$ cat src/rtl/mpr_pkg.sv
package mpr_pkg;
  typedef enum logic [2:0] {
    ST_HUNT,
    ST_START,
    ST_DATA,
    ST_PAR,
    ST_STOP,
    ST_TAIL
  } rx_state_e;
endpackage

$ cat src/rtl/mpr_sync.sv
module mpr_sync #(
  parameter int STAGES = 2
) (
  input  logic clk,
  input  logic rst_n,
  input  logic din,
  output logic dout
);
  logic [STAGES-1:0] sh_q;
  logic [STAGES-1:0] sh_n;

  always_comb begin
    sh_n = {sh_q[STAGES-2:0], din};
  end

  always_ff @(posedge clk or negedge rst_n) begin
    if (!rst_n) sh_q <= '1;
    else        sh_q <= sh_n;
  end

  assign dout = sh_q[STAGES-1];
endmodule

$ cat src/rtl/mpr_framer.sv
module mpr_framer
  import mpr_pkg::*;
#(
  parameter int DATA_W = 8,
  parameter int OVS    = 16
) (
  input  logic              clk,
  input  logic              rst_n,
  input  logic              tick,
  input  logic              rx_s,
  input  logic              par_en,
  input  logic              par_odd,
  output logic              in_hunt,
  output logic              frame_done,
  output logic [DATA_W-1:0] word,
  output logic              perr,
  output logic              ferr
);
  localparam int CW    = $clog2(OVS);
  localparam int BW    = (DATA_W > 1) ? $clog2(DATA_W) : 1;
  localparam int MID   = OVS / 2 - 1;
  localparam int LAST  = OVS - 1;
  localparam int TAILN = OVS / 2 - 1;

  rx_state_e         state_q, state_n;
  logic [CW-1:0]     cnt_q, cnt_n;
  logic [BW-1:0]     bit_q, bit_n;
  logic [DATA_W-1:0] shf_q, shf_n;
  logic              parb_q, parb_n;
  logic              prev_q, prev_n;
  logic              fall;

  assign fall = tick && prev_q && !rx_s;

  always_comb begin
    state_n = state_q;
    cnt_n   = cnt_q;
    bit_n   = bit_q;
    shf_n   = shf_q;
    parb_n  = parb_q;
    prev_n  = tick ? rx_s : prev_q;
    case (state_q)
      ST_HUNT: begin
        if (fall) begin
          state_n = ST_START;
          cnt_n   = '0;
        end
      end
      ST_START: begin
        if (tick) begin
          if (cnt_q == CW'(MID)) begin
            cnt_n   = '0;
            bit_n   = '0;
            state_n = rx_s ? ST_HUNT : ST_DATA;
          end else begin
            cnt_n = cnt_q + 1'b1;
          end
        end
      end
      ST_DATA: begin
        if (tick) begin
          if (cnt_q == CW'(LAST)) begin
            cnt_n = '0;
            shf_n = {rx_s, shf_q[DATA_W-1:1]};
            if (bit_q == BW'(DATA_W - 1)) state_n = par_en ? ST_PAR : ST_STOP;
            else                          bit_n   = bit_q + 1'b1;
          end else begin
            cnt_n = cnt_q + 1'b1;
          end
        end
      end
      ST_PAR: begin
        if (tick) begin
          if (cnt_q == CW'(LAST)) begin
            cnt_n   = '0;
            parb_n  = rx_s;
            state_n = ST_STOP;
          end else begin
            cnt_n = cnt_q + 1'b1;
          end
        end
      end
      ST_STOP: begin
        if (tick) begin
          if (cnt_q == CW'(LAST)) begin
            cnt_n   = '0;
            state_n = ST_TAIL;
          end else begin
            cnt_n = cnt_q + 1'b1;
          end
        end
      end
      ST_TAIL: begin
        if (fall) begin
          cnt_n   = '0;
          state_n = ST_START;
        end else if (tick) begin
          if (cnt_q == CW'(TAILN - 1)) state_n = ST_HUNT;
          else                         cnt_n   = cnt_q + 1'b1;
        end
      end
      default: state_n = ST_HUNT;
    endcase
  end

  always_ff @(posedge clk or negedge rst_n) begin
    if (!rst_n) begin
      state_q <= ST_HUNT;
      cnt_q   <= '0;
      bit_q   <= '0;
      shf_q   <= '0;
      parb_q  <= 1'b0;
      prev_q  <= 1'b1;
    end else begin
      state_q <= state_n;
      cnt_q   <= cnt_n;
      bit_q   <= bit_n;
      shf_q   <= shf_n;
      parb_q  <= parb_n;
      prev_q  <= prev_n;
    end
  end

  assign in_hunt    = (state_q == ST_HUNT);
  assign frame_done = tick && (state_q == ST_STOP) && (cnt_q == CW'(LAST));
  assign word       = shf_q;
  assign perr       = par_en && (parb_q != ((^shf_q) ^ par_odd));
  assign ferr       = !rx_s;
endmodule

$ cat src/rtl/mpr_idle.sv
module mpr_idle #(
  parameter int OVS       = 16,
  parameter int IDLE_BITS = 10
) (
  input  logic clk,
  input  logic rst_n,
  input  logic tick,
  input  logic rx_s,
  input  logic in_hunt,
  input  logic frame_done,
  output logic idle_seen
);
  localparam int THR = IDLE_BITS * OVS;
  localparam int W   = $clog2(THR + 1);

  logic [W-1:0] cnt_q, cnt_n;
  logic         seen_q, seen_n;

  always_comb begin
    cnt_n  = cnt_q;
    seen_n = seen_q;
    if (!in_hunt) begin
      cnt_n = '0;
    end else if (tick) begin
      if (!rx_s)                cnt_n = '0;
      else if (cnt_q != W'(THR)) cnt_n = cnt_q + 1'b1;
    end
    if (frame_done)
      seen_n = 1'b0;
    else if (in_hunt && tick && rx_s && (cnt_q == W'(THR - 1)))
      seen_n = 1'b1;
  end

  always_ff @(posedge clk or negedge rst_n) begin
    if (!rst_n) begin
      cnt_q  <= '0;
      seen_q <= 1'b1;
    end else begin
      cnt_q  <= cnt_n;
      seen_q <= seen_n;
    end
  end

  assign idle_seen = seen_q;
endmodule

$ cat src/rtl/mpr_rxbuf.sv
module mpr_rxbuf #(
  parameter int DATA_W = 8
) (
  input  logic              clk,
  input  logic              rst_n,
  input  logic              frame_done,
  input  logic              is_addr,
  input  logic [DATA_W-1:0] word,
  input  logic              perr,
  input  logic              ferr,
  input  logic              wake_en,
  input  logic              rd_stb,
  output logic [DATA_W-1:0] data_o,
  output logic              tag_o,
  output logic              flag_o,
  output logic              fe_o,
  output logic              pe_o,
  output logic              ovr_o
);
  logic [DATA_W-1:0] data_q, data_n;
  logic tag_q, tag_n, flag_q, flag_n, fe_q, fe_n, pe_q, pe_n, ovr_q, ovr_n;
  logic deliver;

  always_comb begin
    deliver = frame_done && (!wake_en || is_addr);
    data_n  = data_q;
    tag_n   = tag_q;
    flag_n  = flag_q;
    fe_n    = fe_q;
    pe_n    = pe_q;
    ovr_n   = ovr_q;
    if (deliver) begin
      data_n = word;
      tag_n  = is_addr;
      fe_n   = ferr;
      pe_n   = perr;
      flag_n = 1'b1;
      ovr_n  = (ovr_q | flag_q) & ~rd_stb;
    end else if (rd_stb) begin
      flag_n = 1'b0;
      ovr_n  = 1'b0;
    end
  end

  always_ff @(posedge clk or negedge rst_n) begin
    if (!rst_n) begin
      data_q <= '0;
      tag_q  <= 1'b0;
      flag_q <= 1'b0;
      fe_q   <= 1'b0;
      pe_q   <= 1'b0;
      ovr_q  <= 1'b0;
    end else begin
      data_q <= data_n;
      tag_q  <= tag_n;
      flag_q <= flag_n;
      fe_q   <= fe_n;
      pe_q   <= pe_n;
      ovr_q  <= ovr_n;
    end
  end

  assign data_o = data_q;
  assign tag_o  = tag_q;
  assign flag_o = flag_q;
  assign fe_o   = fe_q;
  assign pe_o   = pe_q;
  assign ovr_o  = ovr_q;
endmodule

$ cat src/rtl/mpidle_uart_rx.sv
module mpidle_uart_rx #(
  parameter int DATA_W      = 8,
  parameter int OVS         = 16,
  parameter int IDLE_BITS   = 10,
  parameter int SYNC_STAGES = 2
) (
  input  logic              clk,
  input  logic              rst_n,
  input  logic              os_tick,
  input  logic              rx_in,
  input  logic              par_en,
  input  logic              par_odd,
  input  logic              wake_en,
  input  logic              rd_stb,
  output logic [DATA_W-1:0] rx_data,
  output logic              rx_addr_tag,
  output logic              rx_flag,
  output logic              err_frame,
  output logic              err_parity,
  output logic              err_overrun
);
  logic              rx_s;
  logic              in_hunt;
  logic              frame_done;
  logic              idle_seen;
  logic [DATA_W-1:0] word;
  logic              perr;
  logic              ferr;

  mpr_sync #(.STAGES(SYNC_STAGES)) sync_i (
    .clk(clk), .rst_n(rst_n), .din(rx_in), .dout(rx_s)
  );

  mpr_framer #(.DATA_W(DATA_W), .OVS(OVS)) framer_i (
    .clk(clk), .rst_n(rst_n), .tick(os_tick), .rx_s(rx_s),
    .par_en(par_en), .par_odd(par_odd), .in_hunt(in_hunt),
    .frame_done(frame_done), .word(word), .perr(perr), .ferr(ferr)
  );

  mpr_idle #(.OVS(OVS), .IDLE_BITS(IDLE_BITS)) idle_i (
    .clk(clk), .rst_n(rst_n), .tick(os_tick), .rx_s(rx_s),
    .in_hunt(in_hunt), .frame_done(frame_done), .idle_seen(idle_seen)
  );

  mpr_rxbuf #(.DATA_W(DATA_W)) buf_i (
    .clk(clk), .rst_n(rst_n), .frame_done(frame_done), .is_addr(idle_seen),
    .word(word), .perr(perr), .ferr(ferr), .wake_en(wake_en), .rd_stb(rd_stb),
    .data_o(rx_data), .tag_o(rx_addr_tag), .flag_o(rx_flag),
    .fe_o(err_frame), .pe_o(err_parity), .ovr_o(err_overrun)
  );
endmodule

$ cat config.mk
export PLATFORM = sky130hd
export DESIGN_NAME = mpidle_uart_rx
export DESIGN_NICKNAME = d
export VERILOG_FILES = /design/src/rtl/mpr_pkg.sv /design/src/rtl/mpr_sync.sv /design/src/rtl/mpr_framer.sv /design/src/rtl/mpr_idle.sv /design/src/rtl/mpr_rxbuf.sv /design/src/rtl/mpidle_uart_rx.sv
export SDC_FILE = /design/constraint.sdc
export NUM_CORES = 1
export LEC_CHECK = 0
export BUFFER_PORTS_ARGS = -buffer_cell sky130_fd_sc_hd__buf_2
export CAP_MARGIN = 15
export CORE_ASPECT_RATIO = 2
export CORE_UTILIZATION = 40
export DETAILED_ROUTE_END_ITERATION = 8
export PLACE_DENSITY_LB_ADDON = 0.15
export SYNTH_ARGS = -nofsm -noshare
export SYNTH_HDL_FRONTEND = slang
export SYNTH_SLANG_ARGS = --single-unit
$ cat constraint.sdc
create_clock -name clk -period 5 [get_ports clk]
set_clock_uncertainty 0.1 [all_clocks]
set_input_delay 1 -clock clk [delete_from_list [all_inputs] [get_ports clk]]
set_output_delay 1 -clock clk [all_outputs]
set_load 0.02 [all_outputs]
# After elaboration in Yosys (flattened, before gate mapping)
# Cells that the tools add are included.
# totals
n_memories	0
elab_cells	116
out_inout_bits	13
input_bits	8
reg_bits	44
mem_bits_rw	0
rom_bits	0
latchBits	0
# op_classes
shift	0
multipliers	0
bitwise_logic	4
div_mod_pow	0
n_eq_ne	29
n_mux	40
magnitude_cmp	0
add_sub_neg	3
reduce_logical	25
# ops
op	n
$mux 3	19
$mux 4	8
$mux 8	4
$pmux 3 s6	1
$pmux 4 s4	1
$ne 2x2->1 const B	7
$ne 2x1->1 const B	6
$reduce_and 12->1	1
$reduce_and 6->1	2
$eq 3x3->1 const B	3
$logic_and 1x1->1	9
$add 8x1->8 const B	1
$eq 4x3->1 const B	2
$eq 8x8->1 const B	1
$ne 8x8->1 const B	1
$reduce_xor 8->1	1
$eq 3x2->1 const B	2
$ne 3x2->1 const B	2
$pmux 3 s2	1
$reduce_and 3->1	2
$reduce_bool 2->1	3
$mux 1	5
$add 4x1->4 const B	1
$eq 4x4->1 const B	1
other kinds (16)	17

# Depth between registers and ports, before layout
# depth
ltp_word	6
mapped_depth	8
ltp_nobuf	7

# Hierarchy
# From an unflattened synthesis, not the netlist that was laid out.
# unflattened
cells_unflattened	227
hier_area_um2	2403.6
# by_module_without_submodules
mod	n_inst	cells_per_inst	area_per_inst_um2	seq_area_each_um2
mpr_framer	1	126	1255.0	501.7
mpr_idle	1	67	601.8	226.5
mpr_rxbuf	1	32	494.2	325.3
mpr_sync	1	2	52.6	52.6

# Least setup slack after synthesis
# No wires, ideal clock.
# synth_timing
path_type	input to register
from	input port os_tick
to	register buf_i.data_q[4], in the netlist buf_i.data_o[4]
t_required_ps	4775
slack_ps	2738
path_stages	6
n_path_buf	2
arrival_time_ps	2037
setup_time_ps	125
path_cell_list	buf_4 -> nand4_4 -> nor3_4 -> o21ai_2 -> buf_6 -> mux2_4
# synth_between
elab_chain_cells	3
# synth_rtl
element	line	rtl
start, declared	mpidle_uart_rx.sv:9	input logic os_tick,
$logic_and 1x1->1 (2 in a row)	mpr_framer.sv:125	assign frame_done = tick && (state_q == ST_STOP) && (cnt_q == CW'(LAST));
$logic_and 1x1->1	mpr_rxbuf.sv:25	deliver = frame_done && (!wake_en || is_addr);
end signal, assigned	mpr_rxbuf.sv:54	data_q <= data_n;
end, declared	mpr_rxbuf.sv:20	logic [DATA_W-1:0] data_q, data_n;
# Every way passes these cells.
# A chain may end at the register's enable or synchronous reset.

# Final worst setup path
# layout_timing
from	input port os_tick
to	register buf_i.data_q[7], in the netlist buf_i.data_o[7]
# Same word-level chain as after synthesis.

==> impl_metrics.yaml <==
global_route:
  grt_overflow: 0
  grt_pass1_vias: 1707
  track_usage: 0.165
  grt_pass1_wl_mm: 7.95
  grt_antenna_before_repair: 0
  grt_max_degree: 45
worst_setup_path:
  required_ns: 5.07
  crit_type: "input pin to register"
  r2r_start: "framer_i.state_q[0]$_DFFE_PN0P_"
  crit_start: "os_tick"
  cp-start-kind: "input pin"
  crit_path_max_incr_delay_ns: 0.36
  arrival_ns: 2.21
  worst_setup_path_end_kind: "register"
  crit_fanout: 14
  cp_slowest_cell: "mux2_4"
  path_cells: "buf_2 -> nand4_4 -> nor3_4 -> o21ai_2 -> mux2_4"
route:
  drt.antenna.violating_nets: 0
  drcViolationCount: 0
  wl_per_cell_um: 15.0
  vias: 1657
  dr.pass1.iters: 4
  via_per_inst: 5.52
  wirelength_mm: 4.51
  initialDrtViolationCount: 52
synth:
  synth_edf_count: 0
  synth_top_area_share: 0.422
  synthArstFlopShare: 1.00
  syn-instance-count: 221
  netlist_area_um2: 2370
  synth_compound_area_frac: 0.139
  synthFlopType: "dfrtp_1"
  synth-simple-area-share: 0.165
  synth_nets: 235
  synth_top_family_by_area: "simple AND/OR/NAND/NOR gates"
  synth_xor_area_frac: 0.0369
  synthTopCellsByArea: "dfrtp_1 (42%), mux2_2 (6.6%), dfstp_2 (4.4%)"
  postSynthAreaPerCell_um2: 10.7
  yosys.area_share.adder: 0.0317
  synthMuxAreaShare: 0.110
  ys_seq_area_frac: 0.466
  synth.distinct_cells: 52
  yosysWarnings: 0
  yosysTopAreaCell: "dfrtp_1"
  ys_ff_latch: 44
clocking:
  cts.sinks: 44
  cts_made_buffers: 5
  post_cts_buffers: 0
  hold_buffers: 0
  cts_root_buf: "clkbuf_16"
  cts_tree: "built"
  insertion_delay_ns: 0.29
  cts_htree_levels: 2
  clkSlewWorstSetupHoldPaths_ns: 0.06
  clk_path_buf_depth: 2
  cts_resized: 0
floorplan:
  core_area_um2: 5710
  die_h_um: 111
  die-area_um2: 6260
  num_rows: 39
  die_w_um: 56.4
  initial_core_util: 0.415
  io_pins: 21
timing:
  tightest_slew_ns: 0.971
  fin_setup_tns_ns: 0
  maxSlewViolCount: 0
  final.min_clock_period_ns: 2.14
  fmax_ghz: 0.467
  finalCritPeriodShare: 0.428
  slew_headroom: 0.353
  setup_viol: 0
  finalHoldViolCount: 0
  rsz0062_at_grt: "false"
cells_and_area:
  area_growth_pct: 11.9
  final_common_cell: "dfrtp_1"
  drive_above_1_share: 0.255
  final-instance-count-excl-fill: 300
  postLayoutCoreUtil: 0.465
  fin_nets: 252
  num_antenna_cells: 0
  final_cell_mix: "dfrtp_1 (40), buf_2 (20), nand2_1 (19)"
  nFillCells: 553
flow_run:
  cap_violations: 0
hold_path:
  hold_class: "register to register"
  hp-start: "sync_i.sh_q[0]$_DFF_PN1_"
placed_design:
  port_buffers: 20
  place_inst: 292
  hpwl_mm: 3.27
  place.gp.congestion: 0.769
power:
  ir_drop_uv: 253
  leakage_nw: 1.25
  p_per_area_nw_per_um2: 400
status:
  status: "complete, no violations"
==> Yosys cell counts (3+ instances only) <==
master,n
nor2_1,12
mux2_2,14
o22ai_1,4
dfrtp_1,40
o21ai_0,15
nand3_1,7
ha_1,6
nand2b_1,5
a31oi_1,4
buf_4,4
mux2_1,3
a21oi_1,9
nand2_1,19
inv_1,13
and3_1,3
nand4_1,4
mux2_4,4
o31ai_1,3
dfstp_2,4
xnor2_1,9
==> where the power goes <==
group	total, W	switching (W)	internal [W]
clock	0.000387	0.000137	0.000250
sequential	0.000465	0.0000771	0.000388
combinational	0.000209	0.000121	0.0000876
total	0.00106	0.000335	0.000725
==> sequential cells by signal (all words and copies together) (netlist names) <==
| name | count |
|---|---|
| buf_i.data_o | 8 |
| buf_i.fe_o | 1 |
| buf_i.flag_o | 1 |
| buf_i.ovr_o | 1 |
| buf_i.pe_o | 1 |
| buf_i.tag_o | 1 |
| framer_i.bit_q | 3 |
| framer_i.cnt_q | 4 |
| framer_i.parb_q | 1 |
| framer_i.prev_q | 1 |
| framer_i.state_q | 3 |
| framer_i.word | 8 |
| idle_i.cnt_q | 8 |
| idle_i.idle_seen | 1 |
| sync_i.sh_q | 2 |
==> final timing paths <==
check                           slack [ns]                             to  cells past startpoint
worst max-delay path                  2.86    buf_i.data_o[7]$_DFFE_PN0P_                      5
worst min-delay path                  0.26       sync_i.sh_q[1]$_DFF_PN1_                      0
worst max register to register        2.86  framer_i.cnt_q[3]$_DFFE_PN0P_                      5
worst min register to register        0.26       sync_i.sh_q[1]$_DFF_PN1_                      0
max in group asynchronous             3.43   framer_i.word[1]$_DFFE_PN0P_                      1
min in group asynchronous             0.77  framer_i.bit_q[1]$_DFFE_PN0P_                      1
==> cells by family after synthesis <==
| logic type | count (synthesis) |
|---|---|
| adders and majority gates | 6 |
| and+or+nand+nor | 67 |
| muxes | 22 |
| xor gates and xnor gates | 10 |
| buffers and inverters | 23 |
| DFF | 44 |
| AOI/OAI and AO/OA | 49 |
==> layout make-up <==
cell class	instances	area [um^2]	area share
Clock buffer	6	139	0.0523
Clock inverter	2	38.8	0.0146
Inverter	13	48.8	0.0184
Multi-Input combinational cell	154	1140	0.431
Sequential cell	44	1110	0.417
Tap cell	61	76.3	0.0288
Timing Repair Buffer	20	100	0.0377
==> through the flow <==
stage	area [um^2]	hold slack, ns	power (W)	worst slack [ns]
CTS	2650	0.259	0.00108	2.86
finish	2650	0.258	0.00106	2.86
detailed placement	2480	0.250	0.000682	2.55
floorplan	2370	0.245	0.000640	2.74
global route	2650	0.267	0.00113	2.72
global placement	2480	0.249	0.000682	2.56
==> metal layers <==
| layer | routed length [um] | global-route usage | vias up |
|---|---|---|---|
| met5 | 0 | 0 | - |
| met4 | 159 | 0.101 | 0 |
| met3 | 126 | 0.0292 | 11 |
| met2 | 2500 | 0.291 | 32 |
| met1 | 1730 | 0.175 | 791 |
| li1 | - | - | 823 |
==> critical path: cells and delay by family <==
kind	cells	cell delay, ns
AO/OA/AOI/OAI	1	0.24
buffers and inverters	1	0.21
AND/OR/NAND/NOR	2	0.40
multiplexers	1	0.36
Note: power is estimated with default switching activity, not from simulation.
